==> src/rtl/mdio_pkg.sv <==
`timescale 1ns/1ps
package mdio_pkg;

    typedef enum logic [2:0] {
        SEL_CFG = 3'd0,
        SEL_CMD = 3'd1,
        SEL_ADR = 3'd2,
        SEL_DAT = 3'd3,
        SEL_STS = 3'd4,
        SEL_IND = 3'd5
    } reg_sel_e;

    typedef logic [5:0] bit_idx_t;
    localparam bit_idx_t TA_IDX   = 6'd46;
    localparam bit_idx_t DATA_IDX = 6'd48;
    localparam bit_idx_t LAST_IDX = 6'd63;

    typedef enum logic {ENG_IDLE, ENG_RUN} eng_state_e;

    typedef struct packed {
        logic        rd;
        logic [4:0]  phy;
        logic [4:0]  regad;
        logic [15:0] data;
    } mgmt_req_t;

    function automatic logic [63:0] build_frame(input mgmt_req_t r);
        logic [1:0] op;
        logic [1:0] ta;
        op = r.rd ? 2'b10 : 2'b01;
        ta = r.rd ? 2'b11 : 2'b10;
        return {32'hFFFF_FFFF, 2'b01, op, r.phy, r.regad, ta,
                r.rd ? 16'hFFFF : r.data};
    endfunction

endpackage

==> src/rtl/mdio_mdc_gen.sv <==
`timescale 1ns/1ps
module mdio_mdc_gen #(
    parameter int DIV_W = 3
) (
    input  logic             clk,
    input  logic             rst,
    input  logic             halt,
    input  logic             en,
    input  logic [DIV_W-1:0] div,
    output logic             mdc,
    output logic             tick_rise,
    output logic             tick_fall
);
    logic [DIV_W-1:0] cnt;
    logic             wrap;

    assign wrap      = en && (cnt >= div);
    assign tick_rise = wrap && !mdc;
    assign tick_fall = wrap && mdc;

    always_ff @(posedge clk) begin
        if (rst || halt || !en) begin
            cnt <= '0;
            mdc <= 1'b0;
        end else if (wrap) begin
            cnt <= '0;
            mdc <= ~mdc;
        end else begin
            cnt <= cnt + 1'b1;
        end
    end

    // clock parks low once the engine is idle
    p_mdc_idle_low_r6: assert property (@(posedge clk) disable iff (rst)
        !en |=> !mdc);
endmodule

==> src/rtl/mdio_frame_eng.sv <==
`timescale 1ns/1ps
module mdio_frame_eng
    import mdio_pkg::*;
(
    input  logic        clk,
    input  logic        rst,
    input  logic        abort,
    input  logic        start,
    input  mgmt_req_t   req,
    input  logic        tick_rise,
    input  logic        tick_fall,
    input  logic        mdio_i,
    output logic        active,
    output logic        done,
    output logic        mdio_o,
    output logic        mdio_oe,
    output logic [15:0] rd_data
);
    eng_state_e  st;
    logic [63:0] sh;
    bit_idx_t    idx;
    logic        is_rd;
    logic [15:0] cap;

    assign active  = (st == ENG_RUN);
    assign done    = active && tick_fall && (idx == LAST_IDX);
    assign mdio_o  = active ? sh[63] : 1'b1;
    assign mdio_oe = active && !(is_rd && idx >= TA_IDX);
    assign rd_data = cap;

    always_ff @(posedge clk) begin
        if (rst) begin
            cap <= '0;
        end else if (active && tick_rise && is_rd && idx >= DATA_IDX) begin
            cap <= {cap[14:0], mdio_i};
        end
    end

    always_ff @(posedge clk) begin
        if (rst || abort) begin
            st    <= ENG_IDLE;
            idx   <= '0;
            is_rd <= 1'b0;
            sh    <= '1;
        end else if (st == ENG_IDLE) begin
            if (start) begin
                st    <= ENG_RUN;
                sh    <= build_frame(req);
                idx   <= '0;
                is_rd <= req.rd;
            end
        end else if (tick_fall) begin
            if (idx == LAST_IDX) begin
                st <= ENG_IDLE;
            end else begin
                idx <= idx + 1'b1;
                sh  <= {sh[62:0], 1'b1};
            end
        end
    end

    // a frame only ends on an MDC falling edge or an abort
    p_busy_fall_r10: assert property (@(posedge clk) disable iff (rst)
        $fell(active) |-> ($past(abort) || $past(tick_fall)));
endmodule

==> src/rtl/mdio_master.sv <==
`timescale 1ns/1ps
module mdio_master
    import mdio_pkg::*;
#(
    parameter int DIV_W     = 3,
    parameter int DIV_RESET = 7
) (
    input  logic        clk,
    input  logic        rst,
    input  logic        reg_wr,
    input  logic [2:0]  reg_addr,
    input  logic [31:0] reg_wdata,
    output logic [31:0] reg_rdata,
    output logic        mdc,
    output logic        mdio_o,
    output logic        mdio_oe,
    input  logic        mdio_i
);
    localparam logic [DIV_W-1:0] DIV_INIT = DIV_W'(DIV_RESET);

    logic [DIV_W-1:0] div_q;
    logic             cmd_q;
    logic [4:0]       phy_q, regad_q;
    logic [15:0]      ctrl_q, stat_q;
    logic             nv_q;

    logic busy, done, tick_rise, tick_fall;
    logic [15:0] rd_data;
    mgmt_req_t req;

    logic wr_cfg, wr_cmd, wr_adr, wr_dat, soft_rst, wr_launch, rd_launch;
    logic unused_wdata;

    assign wr_cfg    = reg_wr && reg_addr == SEL_CFG;
    assign wr_cmd    = reg_wr && reg_addr == SEL_CMD;
    assign wr_adr    = reg_wr && reg_addr == SEL_ADR;
    assign wr_dat    = reg_wr && reg_addr == SEL_DAT;
    assign soft_rst  = wr_cfg && reg_wdata[31];
    assign wr_launch = wr_dat && !busy;
    assign rd_launch = wr_cmd && reg_wdata[0] && !cmd_q && !busy;
    assign unused_wdata = ^{reg_wdata[30:16]};

    always_comb begin
        req.rd    = rd_launch;
        req.phy   = phy_q;
        req.regad = regad_q;
        req.data  = reg_wdata[15:0];
    end

    mdio_mdc_gen #(.DIV_W(DIV_W)) u_clk (
        .clk(clk), .rst(rst), .halt(soft_rst), .en(busy), .div(div_q),
        .mdc(mdc), .tick_rise(tick_rise), .tick_fall(tick_fall)
    );

    mdio_frame_eng u_eng (
        .clk(clk), .rst(rst), .abort(soft_rst), .start(wr_launch || rd_launch),
        .req(req), .tick_rise(tick_rise), .tick_fall(tick_fall), .mdio_i(mdio_i),
        .active(busy), .done(done), .mdio_o(mdio_o), .mdio_oe(mdio_oe),
        .rd_data(rd_data)
    );

    always_ff @(posedge clk) begin
        if (rst) begin
            div_q   <= DIV_INIT;
            cmd_q   <= 1'b0;
            phy_q   <= '0;
            regad_q <= '0;
            ctrl_q  <= '0;
            stat_q  <= '0;
            nv_q    <= 1'b0;
        end else begin
            if (wr_cfg)    div_q <= reg_wdata[DIV_W-1:0];
            if (wr_cmd)    cmd_q <= reg_wdata[0];
            if (wr_adr) begin
                phy_q   <= reg_wdata[12:8];
                regad_q <= reg_wdata[4:0];
            end
            if (wr_launch) ctrl_q <= reg_wdata[15:0];
            if (soft_rst)       nv_q <= 1'b0;
            else if (rd_launch) nv_q <= 1'b1;
            else if (done)      nv_q <= 1'b0;
            if (done && nv_q && !soft_rst) stat_q <= rd_data;
        end
    end

    always_comb begin
        case (reg_addr)
            SEL_CFG: reg_rdata = {{(32-DIV_W){1'b0}}, div_q};
            SEL_CMD: reg_rdata = {31'b0, cmd_q};
            SEL_ADR: reg_rdata = {19'b0, phy_q, 3'b0, regad_q};
            SEL_DAT: reg_rdata = {16'b0, ctrl_q};
            SEL_STS: reg_rdata = {16'b0, stat_q};
            SEL_IND: reg_rdata = {29'b0, nv_q, 1'b0, busy};
            default: reg_rdata = '0;
        endcase
    end

    // not-valid only while a frame is running
    p_nv_within_busy_r5: assert property (@(posedge clk) disable iff (rst)
        nv_q |-> busy);
    // data line holds while the clock is high
    p_mdio_stable_high_r6: assert property (@(posedge clk) disable iff (rst)
        (mdc && $past(mdc) && busy && $past(busy)) |-> $stable(mdio_o));
    // data register ignores writes during a frame
    p_ignore_busy_r7: assert property (@(posedge clk) disable iff (rst)
        (busy && wr_dat) |=> $stable(ctrl_q));
    // abort returns the pins and flags to idle
    p_abort_clears_r8: assert property (@(posedge clk) disable iff (rst)
        soft_rst |=> (!busy && !nv_q && !mdio_oe && !mdc));
endmodule

==> config.mk <==
export PLATFORM = sky130hd
export DESIGN_NAME = mdio_master
export DESIGN_NICKNAME = d
export VERILOG_FILES = /design/src/rtl/mdio_pkg.sv /design/src/rtl/mdio_mdc_gen.sv /design/src/rtl/mdio_frame_eng.sv /design/src/rtl/mdio_master.sv
export SDC_FILE = /design/constraint.sdc
export NUM_CORES = 1
export LEC_CHECK = 0
export BUFFER_PORTS_ARGS = -buffer_cell sky130_fd_sc_hd__buf_2
export CAP_MARGIN = 20
export CELL_PAD_IN_SITES_DETAIL_PLACEMENT = 2
export CELL_PAD_IN_SITES_GLOBAL_PLACEMENT = 2
export CORE_MARGIN = 2
export CORE_UTILIZATION = 26
export CTS_BUF_LIST = sky130_fd_sc_hd__clkbuf_2 sky130_fd_sc_hd__clkbuf_4 sky130_fd_sc_hd__clkbuf_8
export CTS_CLUSTER_DIAMETER = 40
export DETAILED_ROUTE_END_ITERATION = 6
export PLACE_DENSITY = 0.69
export SLEW_MARGIN = 20
export SYNTH_ARGS = -nofsm -noshare
export SYNTH_HDL_FRONTEND = slang
export SYNTH_SLANG_ARGS = --single-unit
==> constraint.sdc <==
create_clock -name clk -period 4.8 [get_ports clk]
set_input_delay 0.24 -clock clk [delete_from_list [all_inputs] [get_ports clk]]
set_output_delay 0.24 -clock clk [all_outputs]
set_load 0.01 [all_outputs]
==> results of run 1 <==
synth_stat cells (5+ instances only):
cell | instances | area (um^2)
buf_2 | 18 | 90.1
a31oi_1 | 17 | 106
mux2i_1 | 52 | 521
buf_1 | 5 | 18.8
clkbuf_1 | 24 | 90.1
nand2_1 | 103 | 387
a22o_1 | 6 | 52.6
a221o_1 | 13 | 130
a211oi_1 | 18 | 135
inv_1 | 10 | 37.5
nand3_1 | 15 | 75.1
a22oi_1 | 18 | 135
o21ai_0 | 15 | 75.1
ha_1 | 6 | 75.1
dfxtp_1 | 139 | 2780
buf_4 | 20 | 150
a21o_1 | 11 | 82.6
a21oi_1 | 61 | 305
nor2_1 | 64 | 240
critical path: stages, from the launching register on:
cell	delay, ns
dfxtp_1	0.45
ha_1	0.28
nand3_1	0.14
or2_2	0.35
a211oi_4	0.73
nor2_2	0.40
a221o_1	0.39
registers in the layout (all words and copies together) (netlist names):
signal / count
u_eng.is_rd: 1
u_clk.mdc: 1
ctrl_q: 16
u_clk.cnt: 3
u_eng.idx: 6
u_eng.sh: 64
nv_q: 1
u_eng.active: 1
stat_q: 16
div_q: 3
cmd_q: 1
regad_q: 5
u_eng.rd_data: 16
phy_q: 5
layer usage:
| layer | vias up | track usage [%] |
|---|---|---|
| li1 | 2360 | - |
| met1 | 2516 | 18.0 |
| met2 | 52 | 27.1 |
| met3 | 21 | 3.01 |
| met4 | 0 | 5.16 |
| met5 | - | 0 |
area by class of cell:
class / count / area, um^2
clock buffers: 18 / 241
repair buffers: 51 / 284
fillers: 2541 / 15900
clock inverters: 13 / 144
well taps: 285 / 357
inverters: 10 / 37.5
multi-input cells: 469 / 2850
flip-flops and latches: 139 / 2780
cell families after synthesis:
logic type      after synthesis
fa+ha+maj                     6
simple gates                219
mux                          52
flops                       139
buf+inv                      77
xor+xnor                      2
compound gates              174
other cells                   1
worst min path at each step:
stage | end | cells past startpoint
after floorplan | div_q[1] | 1
after global placement | u_clk.cnt[0] | 1
after detailed placement | stat_q[12] | 2
after CTS | ctrl_q[13] | 3
after global routing | ctrl_q[11] | 3
final | ctrl_q[13] | 3
stage by stage:
stage	setup slack [ns]	cell area, um^2	hold slack, ns
4_1_cts	1.92	6690	0.0114
6_report	1.95	6700	0.0387
5_1_grt	1.75	6700	0.0355
3_3_place_gp	1.81	6280	0.432
2_1_floorplan	2.74	6000	0.358
3_5_place_dp	1.88	6290	0.447
where the power goes:
part	switching (mW)	leakage, nW	internal (mW)	total (mW)
clock	0.483	0.185	0.466	0.950
sequential	0.0240	1.13	1.18	1.21
combinational	0.159	1.25	0.0769	0.236
==> impl_metrics.py, run 1 <==
metrics = {
    "run_status": {
        "status": "complete, no violations",
    },
    "timing": {
        "tns_ns": 0,
        "fmax_mhz": 350,
        "rsz0062_at_grt": "no",
        "fin_crit_sh_pct": 59.5,
        "maxSlewViolCount": 0,
        "slew_headroom_pct": 31.6,
        "clock-skew-final_ns": 0.0129,
        "tightest_slew_ns": 1.02,
        "post-route-min-period_ns": 2.85,
        "final_hold_viol_count": 0,
        "setup_violations": 0,
    },
    "grt": {
        "grt_antenna_before_repair": 0,
        "grt_max_degree": 65,
        "grt_pass1_wl_mm": 28.7,
        "grt_pass1_vias": 5336,
        "overflow": 0,
        "grtUsageTotal_pct": 15.1,
    },
    "power_and_ir_drop": {
        "ir_drop_v": 0.000155,
        "leakage_nw": 2.56,
        "power_mw": 2.39,
        "power.density_nw_per_um2": 357,
    },
    "critical_path": {
        "crit_end": "u_eng.sh[24]",
        "reg2reg_from": "u_eng.idx[1]",
        "crit_path_start": "u_eng.idx[1]",
        "reg2reg_depth": 6,
        "reg2reg_to": "u_eng.sh[24]",
        "cp_max_fo": 24,
        "critPathRequiredTime_ns": 5.15,
        "startpoint_type": "flop",
        "crit_path_end_kind": "flop",
        "r2r_slack_ns": 1.95,
        "arrival_ns": 3.20,
        "worstSetupPathType": "flop to flop",
    },
    "drt": {
        "wirelength_mm": 17.6,
        "ant_nets": 0,
        "wl_met2_mm": 8.98,
        "drt-initial-drc-count": 163,
        "topRoutingLayerUsed": "met4",
        "dr.pass1.iters": 5,
        "vias": 4949,
        "dr_wl_met3_um": 407,
        "avgViaCountPerCell": 5.02,
        "drt_drc_violations_left": 0,
        "wl_per_cell_um": 17.9,
        "wl_met1_mm": 7.93,
    },
    "yosys": {
        "synth_ff_type": "dfxtp_1",
        "ys_seq_area_share_pct": 46.8,
        "synthXorXnorAreaFrac_pct": 0.295,
        "netlist_area_um2": 5950,
        "synthSimpleGateAreaFrac_pct": 16.8,
        "synth_compound_area_share_pct": 19.5,
        "synth_fa_ha_area_share_pct": 1.26,
        "synthMuxAreaShare_pct": 8.75,
        "async_reset_ff_share_pct": 0,
        "synth_warnings": 0,
        "synthCells": 670,
        "synth_top_family_by_area": "compound AO/OA/AOI/OAI gates",
        "synth-edff-count": 0,
        "synth_cell_types": 54,
        "synth_seq_cells": 139,
        "postSynthAreaPerCell_um2": 8.88,
    },
    "die": {
        "rows": 55,
        "ios": 74,
        "die_x_um": 155,
        "die_y_um": 155,
        "core_area_um2": 22600,
        "die_area_um2": 24100,
        "start_util_pct": 26.3,
    },
    "layout": {
        "nets": 733,
        "layout.cells.non_filler": 985,
        "final_cell_mix": "dfxtp_1 (139), nand2_1 (103), nor2_1 (63)",
        "post-route-util_pct": 29.7,
        "drive_gt1_share_pct": 13.3,
        "syn_to_final_growth_pct": 12.6,
        "n_antenna_cell": 0,
        "final_common_cell": "dfxtp_1",
    },
    "clock_tree": {
        "cts_sinks": 139,
        "cts_tree": "yes",
        "cts_resized": 0,
        "cts_htree_levels": 4,
        "cts-buffers-inserted": 17,
        "cts_hold_buf": 1,
        "insertion_delay_ns": 0.46,
        "cts_buffer_depth": 2,
        "path_clk_slew_ns": 0.08,
        "root_buffer": "clkbuf_8",
        "cts_setup_buffers": 0,
    },
    "min_path": {
        "hold_class": "input pin to flop",
        "hp-start": "reg_wdata[13]",
    },
    "placed_design": {
        "dp_hpwl_mm": 12.1,
        "place_inst": 953,
        "gp_congestion": 0.734,
        "port_buffers": 42,
    },
    "job": {
        "cap_violations": 0,
    },
}
No activity file was read; power rests on OpenSTA's default activity.
==> run 2: changes to the inputs <==
--- a/config.mk
+++ b/config.mk
@@ -5,6 +5,7 @@
 export SDC_FILE = /design/constraint.sdc
 export NUM_CORES = 1
 export LEC_CHECK = 0
+export ABC_AREA = 1
 export BUFFER_PORTS_ARGS = -buffer_cell sky130_fd_sc_hd__buf_2
 export CAP_MARGIN = 20
 export CELL_PAD_IN_SITES_DETAIL_PLACEMENT = 2
@@ -14,7 +15,7 @@
 export CTS_BUF_LIST = sky130_fd_sc_hd__clkbuf_2 sky130_fd_sc_hd__clkbuf_4 sky130_fd_sc_hd__clkbuf_8
 export CTS_CLUSTER_DIAMETER = 40
 export DETAILED_ROUTE_END_ITERATION = 6
-export PLACE_DENSITY = 0.69
+export PLACE_DENSITY = 0.73
 export SLEW_MARGIN = 20
 export SYNTH_ARGS = -nofsm -noshare
 export SYNTH_HDL_FRONTEND = slang
==> constraint.sdc (replaced) <==
create_clock -name clk -period 2.9 [get_ports clk]
set_input_delay 0.145 -clock clk [delete_from_list [all_inputs] [get_ports clk]]
set_output_delay 0.145 -clock clk [all_outputs]
set_load 0.01 [all_outputs]
==> run 2 against run 1 <==
Cell area rose by 6.3%. Clock-buffer cell count fell by 1. Via count rose by 16%. Worst setup slack got worse by 1.3 ns.
==> impl_metrics.py, run 2 <==
metrics = {
    "run_status": {
        "status": "complete, no violations",
    },
    "yosys": {
        "synth_seq_cells": 139,
        "yosysTopAreaCell": "dfxtp_1",
        "synth_commonest_cells": "nand3_1 (167), nand2_1 (164), dfxtp_1 (139)",
        "synth_cell_types": 34,
        "synth_warnings": 0,
        "synthTopCellsByArea": "dfxtp_1 (45%), nand3_1 (14%), nand2_1 (10%), nor2_1 (5.8%), a21oi_1 (3.2%)",
        "async_reset_ff_share_pct": 0,
        "synth_top_area_share_pct": 45.1,
        "synthCells": 841,
        "postSynthAreaPerCell_um2": 7.33,
        "yosysMostFrequentCell": "nand3_1",
        "netlist_area_um2": 6160,
        "synth-edff-count": 0,
        "synth_ff_type": "dfxtp_1",
        "ys_seq_area_share_pct": 45.1,
    },
    "placed_design": {
        "port_buffers": 42,
        "gp_congestion": 0.780,
        "place_inst": 1157,
        "post-place-ws_ns": 0.631,
        "dp_hpwl_mm": 12.0,
    },
    "timing": {
        "maxSlewViolCount": 0,
        "tightest_slew_ns": 0.638,
        "clock-skew-final_ns": 0.0133,
        "post-route-min-period_ns": 2.30,
        "worst_slack_ns": 0.598,
        "final_hold_viol_count": 0,
        "setup_violations": 0,
        "tns_ns": 0,
        "hold_slack_ns": 0.0232,
        "rsz0062_at_grt": "no",
        "fmax_mhz": 434,
        "fin_crit_sh_pct": 79.4,
        "slew_headroom_pct": 57.5,
    },
    "layout": {
        "final_cell_mix": "nand3_1 (167), nand2_1 (164), dfxtp_1 (139)",
        "layout.cells.non_filler": 1207,
        "drive_gt1_share_pct": 13.1,
        "multi_input_area_um2": 2910,
        "largest_reg_flops": 64,
        "final_common_cell": "nand3_1",
        "fill_cells": 2813,
        "n_antenna_cell": 0,
        "post-route-util_pct": 30.4,
        "top_register": "u_eng.sh",
        "syn_to_final_growth_pct": 15.4,
        "seqCellArea_um2": 2780,
        "nets": 920,
    },
    "min_path": {
        "hold_class": "input pin to flop",
        "timing.hold.worst_endpoint": "cmd_q",
        "hp-start": "reg_wr",
        "min_path_cells": 3,
    },
    "critical_path": {
        "reg2reg_depth": 10,
        "reg2reg_from": "u_eng.idx[1]",
        "r2r_slack_ns": 0.60,
        "reg2reg_to": "u_eng.sh[24]",
        "crit_path_end_kind": "flop",
        "worstSetupPathType": "flop to flop",
        "startpoint_type": "flop",
        "cp_max_fo": 37,
        "critPathRequiredTime_ns": 3.29,
        "arrival_ns": 2.70,
    },
    "drt": {
        "vias": 5721,
        "dr.pass1.iters": 4,
        "wirelength_mm": 18.7,
        "wl_per_cell_um": 15.5,
        "drt-initial-drc-count": 193,
        "ant_nets": 0,
        "avgViaCountPerCell": 4.74,
        "drt_drc_violations_left": 0,
    },
    "power_and_ir_drop": {
        "ir_drop_v": 0.000255,
        "power.density_nw_per_um2": 613,
        "leakage_nw": 3.09,
    },
    "grt": {
        "grt_max_degree": 59,
        "grt_pass1_wl_mm": 31.2,
        "grtUsageTotal_pct": 15.9,
        "grt_antenna_before_repair": 0,
        "grt_pass1_vias": 6147,
        "overflow": 0,
    },
    "die": {
        "die_y_um": 158,
        "die_area_um2": 25000,
        "rows": 56,
        "start_util_pct": 26.3,
        "core_area_um2": 23400,
        "ios": 74,
        "die_x_um": 158,
    },
    "clock_tree": {
        "cts-buffers-inserted": 17,
        "cts_buffer_depth": 2,
        "path_clk_slew_ns": 0.08,
        "cts_tree": "yes",
        "cts_sinks": 139,
        "insertion_delay_ns": 0.47,
        "root_buffer": "clkbuf_8",
        "cts_resized": 0,
        "cts_htree_levels": 4,
    },
    "job": {
        "cap_violations": 0,
    },
}
==> run 2: worst max path at each step <==
stage / from / end / slack (ns) / cells after the start
final: u_eng.idx[1] / u_eng.sh[24] / 0.60 / 10
after global routing: u_eng.idx[1] / u_eng.sh[24] / 0.35 / 10
after CTS: div_q[2] / u_eng.idx[3] / 0.56 / 9
after detailed placement: div_q[2] / u_eng.idx[3] / 0.63 / 9
after global placement: u_eng.idx[1] / u_eng.sh[28] / 0.65 / 10
after floorplan: div_q[2] / u_eng.sh[44] / 1.17 / 10
==> run 2: cell type report <==
cell class / count / share of cell area [%]
flip-flops and latches: 139 / 39.1
repair buffers: 73 / 7.03
inverters: 37 / 1.95
clock buffers: 17 / 3.29
well taps: 319 / 5.61
clock inverters: 15 / 2.07
multi-input cells: 607 / 40.9
==> run 2: critical path: stages, from the launching register on <==
cell and delay, ns:
dfxtp_1 0.40, ha_1 0.21, nand3_1 0.13, nor2_1 0.19, nor2_1 0.08, nor2_2 0.15
nand2_4 0.20, nand2_4 0.40, buf_12 0.26, nand2_1 0.09, nand3_1 0.08
==> run 2: layer usage <==
| layer | vias up | track usage, % | wire length (um) |
|---|---|---|---|
| li1 | 2824 | - | - |
| met1 | 2836 | 19.9 | 8870 |
| met2 | 51 | 27.9 | 9300 |
| met3 | 10 | 2.96 | 406 |
| met4 | 0 | 4.38 | 158 |
| met5 | - | 0 | 0 |
==> run 2: report_power, final <==
group / internal [mW] / switching (mW) / total [mW]
logic: 0.221 / 0.447 / 0.668
clock network: 0.643 / 0.917 / 1.56
registers: 2.05 / 0.0795 / 2.13
==> run 2: cell families after synthesis <==
logic type,after synthesis,synth area share (%)
AND/OR/NAND/NOR,472,34.2
flip-flops,139,45.1
buffers and inverters,110,8.50
AO/OA/AOI/OAI,109,10.3
adder cells (fa/ha/maj),6,1.22
XOR/XNOR,4,0.568
other,1,0.0608
==> run 2: timing repair <==
item / 4_1_cts / 5_1_grt
hold endpoints to repair: 29 / 0
setup buffers: 0 / 0
hold buffers: 18 / 0
==> run 2: stage by stage <==
stage          instance area [um^2]  power [mW]
2_1_floorplan                  6220        2.65
3_3_place_gp                   6560        2.81
3_5_place_dp                   6560        2.84
6_report                       7120        4.36
5_1_grt                        7120        4.62
4_1_cts                        7120        4.43
==> run 3: changes to the inputs <==
--- a/config.mk
+++ b/config.mk
@@ -15,7 +15,7 @@
 export CTS_BUF_LIST = sky130_fd_sc_hd__clkbuf_2 sky130_fd_sc_hd__clkbuf_4 sky130_fd_sc_hd__clkbuf_8
 export CTS_CLUSTER_DIAMETER = 40
 export DETAILED_ROUTE_END_ITERATION = 6
-export PLACE_DENSITY = 0.73
+export PLACE_DENSITY = 0.75
 export SLEW_MARGIN = 20
 export SYNTH_ARGS = -nofsm -noshare
 export SYNTH_HDL_FRONTEND = slang
==> constraint.sdc (replaced) <==
create_clock -name clk -period 1.99 [get_ports clk]
set_input_delay 0.0995 -clock clk [delete_from_list [all_inputs] [get_ports clk]]
set_output_delay 0.0995 -clock clk [all_outputs]
set_load 0.01 [all_outputs]
==> run 3 against run 2 <==
Die area is the same. Core utilization grew 1.4 points. Fmax grew 25%. Sequential cell count is the same. Clock skew grew 0.0031 ns. Critical path depth grew 1. Hold slack gained 0.0098 ns. Worst setup slack lost 0.45 ns. Sequential power grew 46%. Via count grew 2.8%. Critical path type unchanged.
==> impl_metrics.py, run 3 (synthesis results as in run 2) <==
metrics = {
    "layout": {
        "drive_gt1_share_pct": 15.6,
        "largest_reg_flops": 64,
        "final_cell_mix": "nand3_1 (167), nand2_1 (164), dfxtp_1 (138)",
        "post-route-util_pct": 31.8,
        "fill_cells": 2782,
        "nets": 943,
        "top_register": "u_eng.sh",
        "syn_to_final_growth_pct": 20.8,
        "n_antenna_cell": 0,
        "final_common_cell": "nand3_1",
    },
    "critical_path": {
        "critical-path-max-stage-delay_ns": 0.31,
        "cp_cell_sequence": "inv_1 -> ha_4 -> a21oi_2 -> nand3_1 -> buf_4 -> nand4_1 -> buf_4 -> buf_12 -> nor2_1 -> a21oi_1 -> nor2_1",
        "worstSetupPathType": "flop to flop",
        "cp_max_fo": 16,
        "critPathRequiredTime_ns": 2.34,
        "startpoint_type": "flop",
        "crit_path_top_delay_cell": "dfxtp_1",
        "arrival_ns": 2.19,
        "crit_path_end_kind": "flop",
    },
    "clock_tree": {
        "cts_tree": "yes",
        "cts_htree_levels": 4,
        "root_buffer": "clkbuf_8",
        "cts-buffers-inserted": 17,
        "cts_sinks": 139,
        "cts_buffer_depth": 2,
        "path_clk_slew_ns": 0.09,
        "insertion_delay_ns": 0.46,
    },
    "job": {
        "cap_violations": 0,
    },
    "drt": {
        "ant_nets": 0,
        "dr.pass1.iters": 4,
        "wirelength_mm": 20.1,
        "drt-initial-drc-count": 178,
        "avgViaCountPerCell": 4.79,
        "drt_drc_violations_left": 0,
        "vias": 5881,
        "wl_per_cell_um": 16.3,
    },
    "grt": {
        "use_met1_pct": 20.6,
        "overflow": 0,
        "gr-max-usage-layer": "met2",
        "grt_max_degree": 54,
        "use_met2_pct": 29.2,
        "grt_pass1_vias": 6207,
        "grt_pass1_wl_mm": 32.3,
        "grtUsageTotal_pct": 16.4,
        "grt_use_met3_pct": 3.20,
        "grt_antenna_before_repair": 0,
    },
    "min_path": {
        "hold_class": "input pin to flop",
    },
    "placed_design": {
        "gp_congestion": 0.729,
        "port_buffers": 42,
        "dp_hpwl_mm": 12.7,
    },
    "die": {
        "rows": 56,
        "die_y_um": 158,
        "die_area_um2": 25000,
        "core_area_um2": 23400,
        "die_x_um": 158,
        "ios": 74,
        "start_util_pct": 26.3,
    },
    "timing": {
        "tightest_slew_ns": 0.514,
        "maxSlewViolCount": 0,
        "clock-skew-final_ns": 0.0164,
        "final_hold_viol_count": 0,
        "fmax_mhz": 544,
        "setup_violations": 0,
        "slew_headroom_pct": 65.7,
        "fin_crit_sh_pct": 92.3,
        "post-route-min-period_ns": 1.84,
    },
    "power_and_ir_drop": {
        "leakage_nw": 3.25,
        "ir_drop_v": 0.000438,
        "power_mw": 6.70,
        "power.density_nw_per_um2": 899,
    },
    "run_status": {
        "status": "complete, no violations",
    },
}
==> run 3: cell type report <==
cell class                      count  area, um^2  area share, %
Clock buffer                       19         255           3.43
Clock inverter                     12         163           2.18
Inverter                           37         139           1.86
Multi-Input combinational cell    607        2940           39.5
Sequential cell                   139        2780           37.4
Tap cell                          319         399           5.36
Timing Repair Buffer               96         767           10.3
==> run 3: power by group <==
| group | switching (mW) | internal [mW] | total (mW) |
|---|---|---|---|
| logic | 0.694 | 0.392 | 1.09 |
| clock network | 1.21 | 1.30 | 2.50 |
| registers | 0.114 | 2.99 | 3.11 |
==> run 3: timing repair <==
item | in CTS | in global routing
buffers inserted | 0 | 3
hold buffers | 19 | 0
gates resized for setup | 0 | 11
endpoints found under the setup margin | 0 | 105
endpoints found under the hold margin | 34 | 0
==> run 3: worst paths after layout <==
check                                   start                to  slack, ns  cells after the start
worst max-delay path                 div_q[2]  u_eng.rd_data[6]       0.15                     11
worst min-delay path            reg_wdata[15]        ctrl_q[15]       0.03                      3
worst max register to register       div_q[2]  u_eng.rd_data[6]       0.15                     11
worst min register to register   u_eng.sh[34]      u_eng.sh[34]       0.46                      2
==> run 3: stage by stage <==
stage               hold WS [ns]   TNS, ns  instances  setup WS [ns]  cell area (um^2)
finish                    0.0330         0       1229          0.152              7450
global route              0.0298  -0.00354       1229       -0.00282              7450
CTS                       0.0240         0       1224         0.0420              7330
detailed placement         0.381         0       1174         0.0748              6720
global placement           0.372         0       1174          0.163              6720
floorplan                  0.230         0        856          0.257              6220
==> run 3: layer usage <==
| layer | vias to the layer above | share of wire (%) |
|---|---|---|
| met2 | 57 | 50 |
| met3 | 14 | 2.0 |
| met4 | 0 | 0.91 |
| met1 | 2941 | 47 |
| met5 | - | 0 |
| li1 | 2869 | - |
==> run 3: worst max-delay path: cells and delay by family (launching register included) <==
family	cells	cell delay, ns
compound gates	2	0.27
fa+ha+maj	1	0.24
buf+inv	4	0.63
flops	1	0.31
simple gates	4	0.28
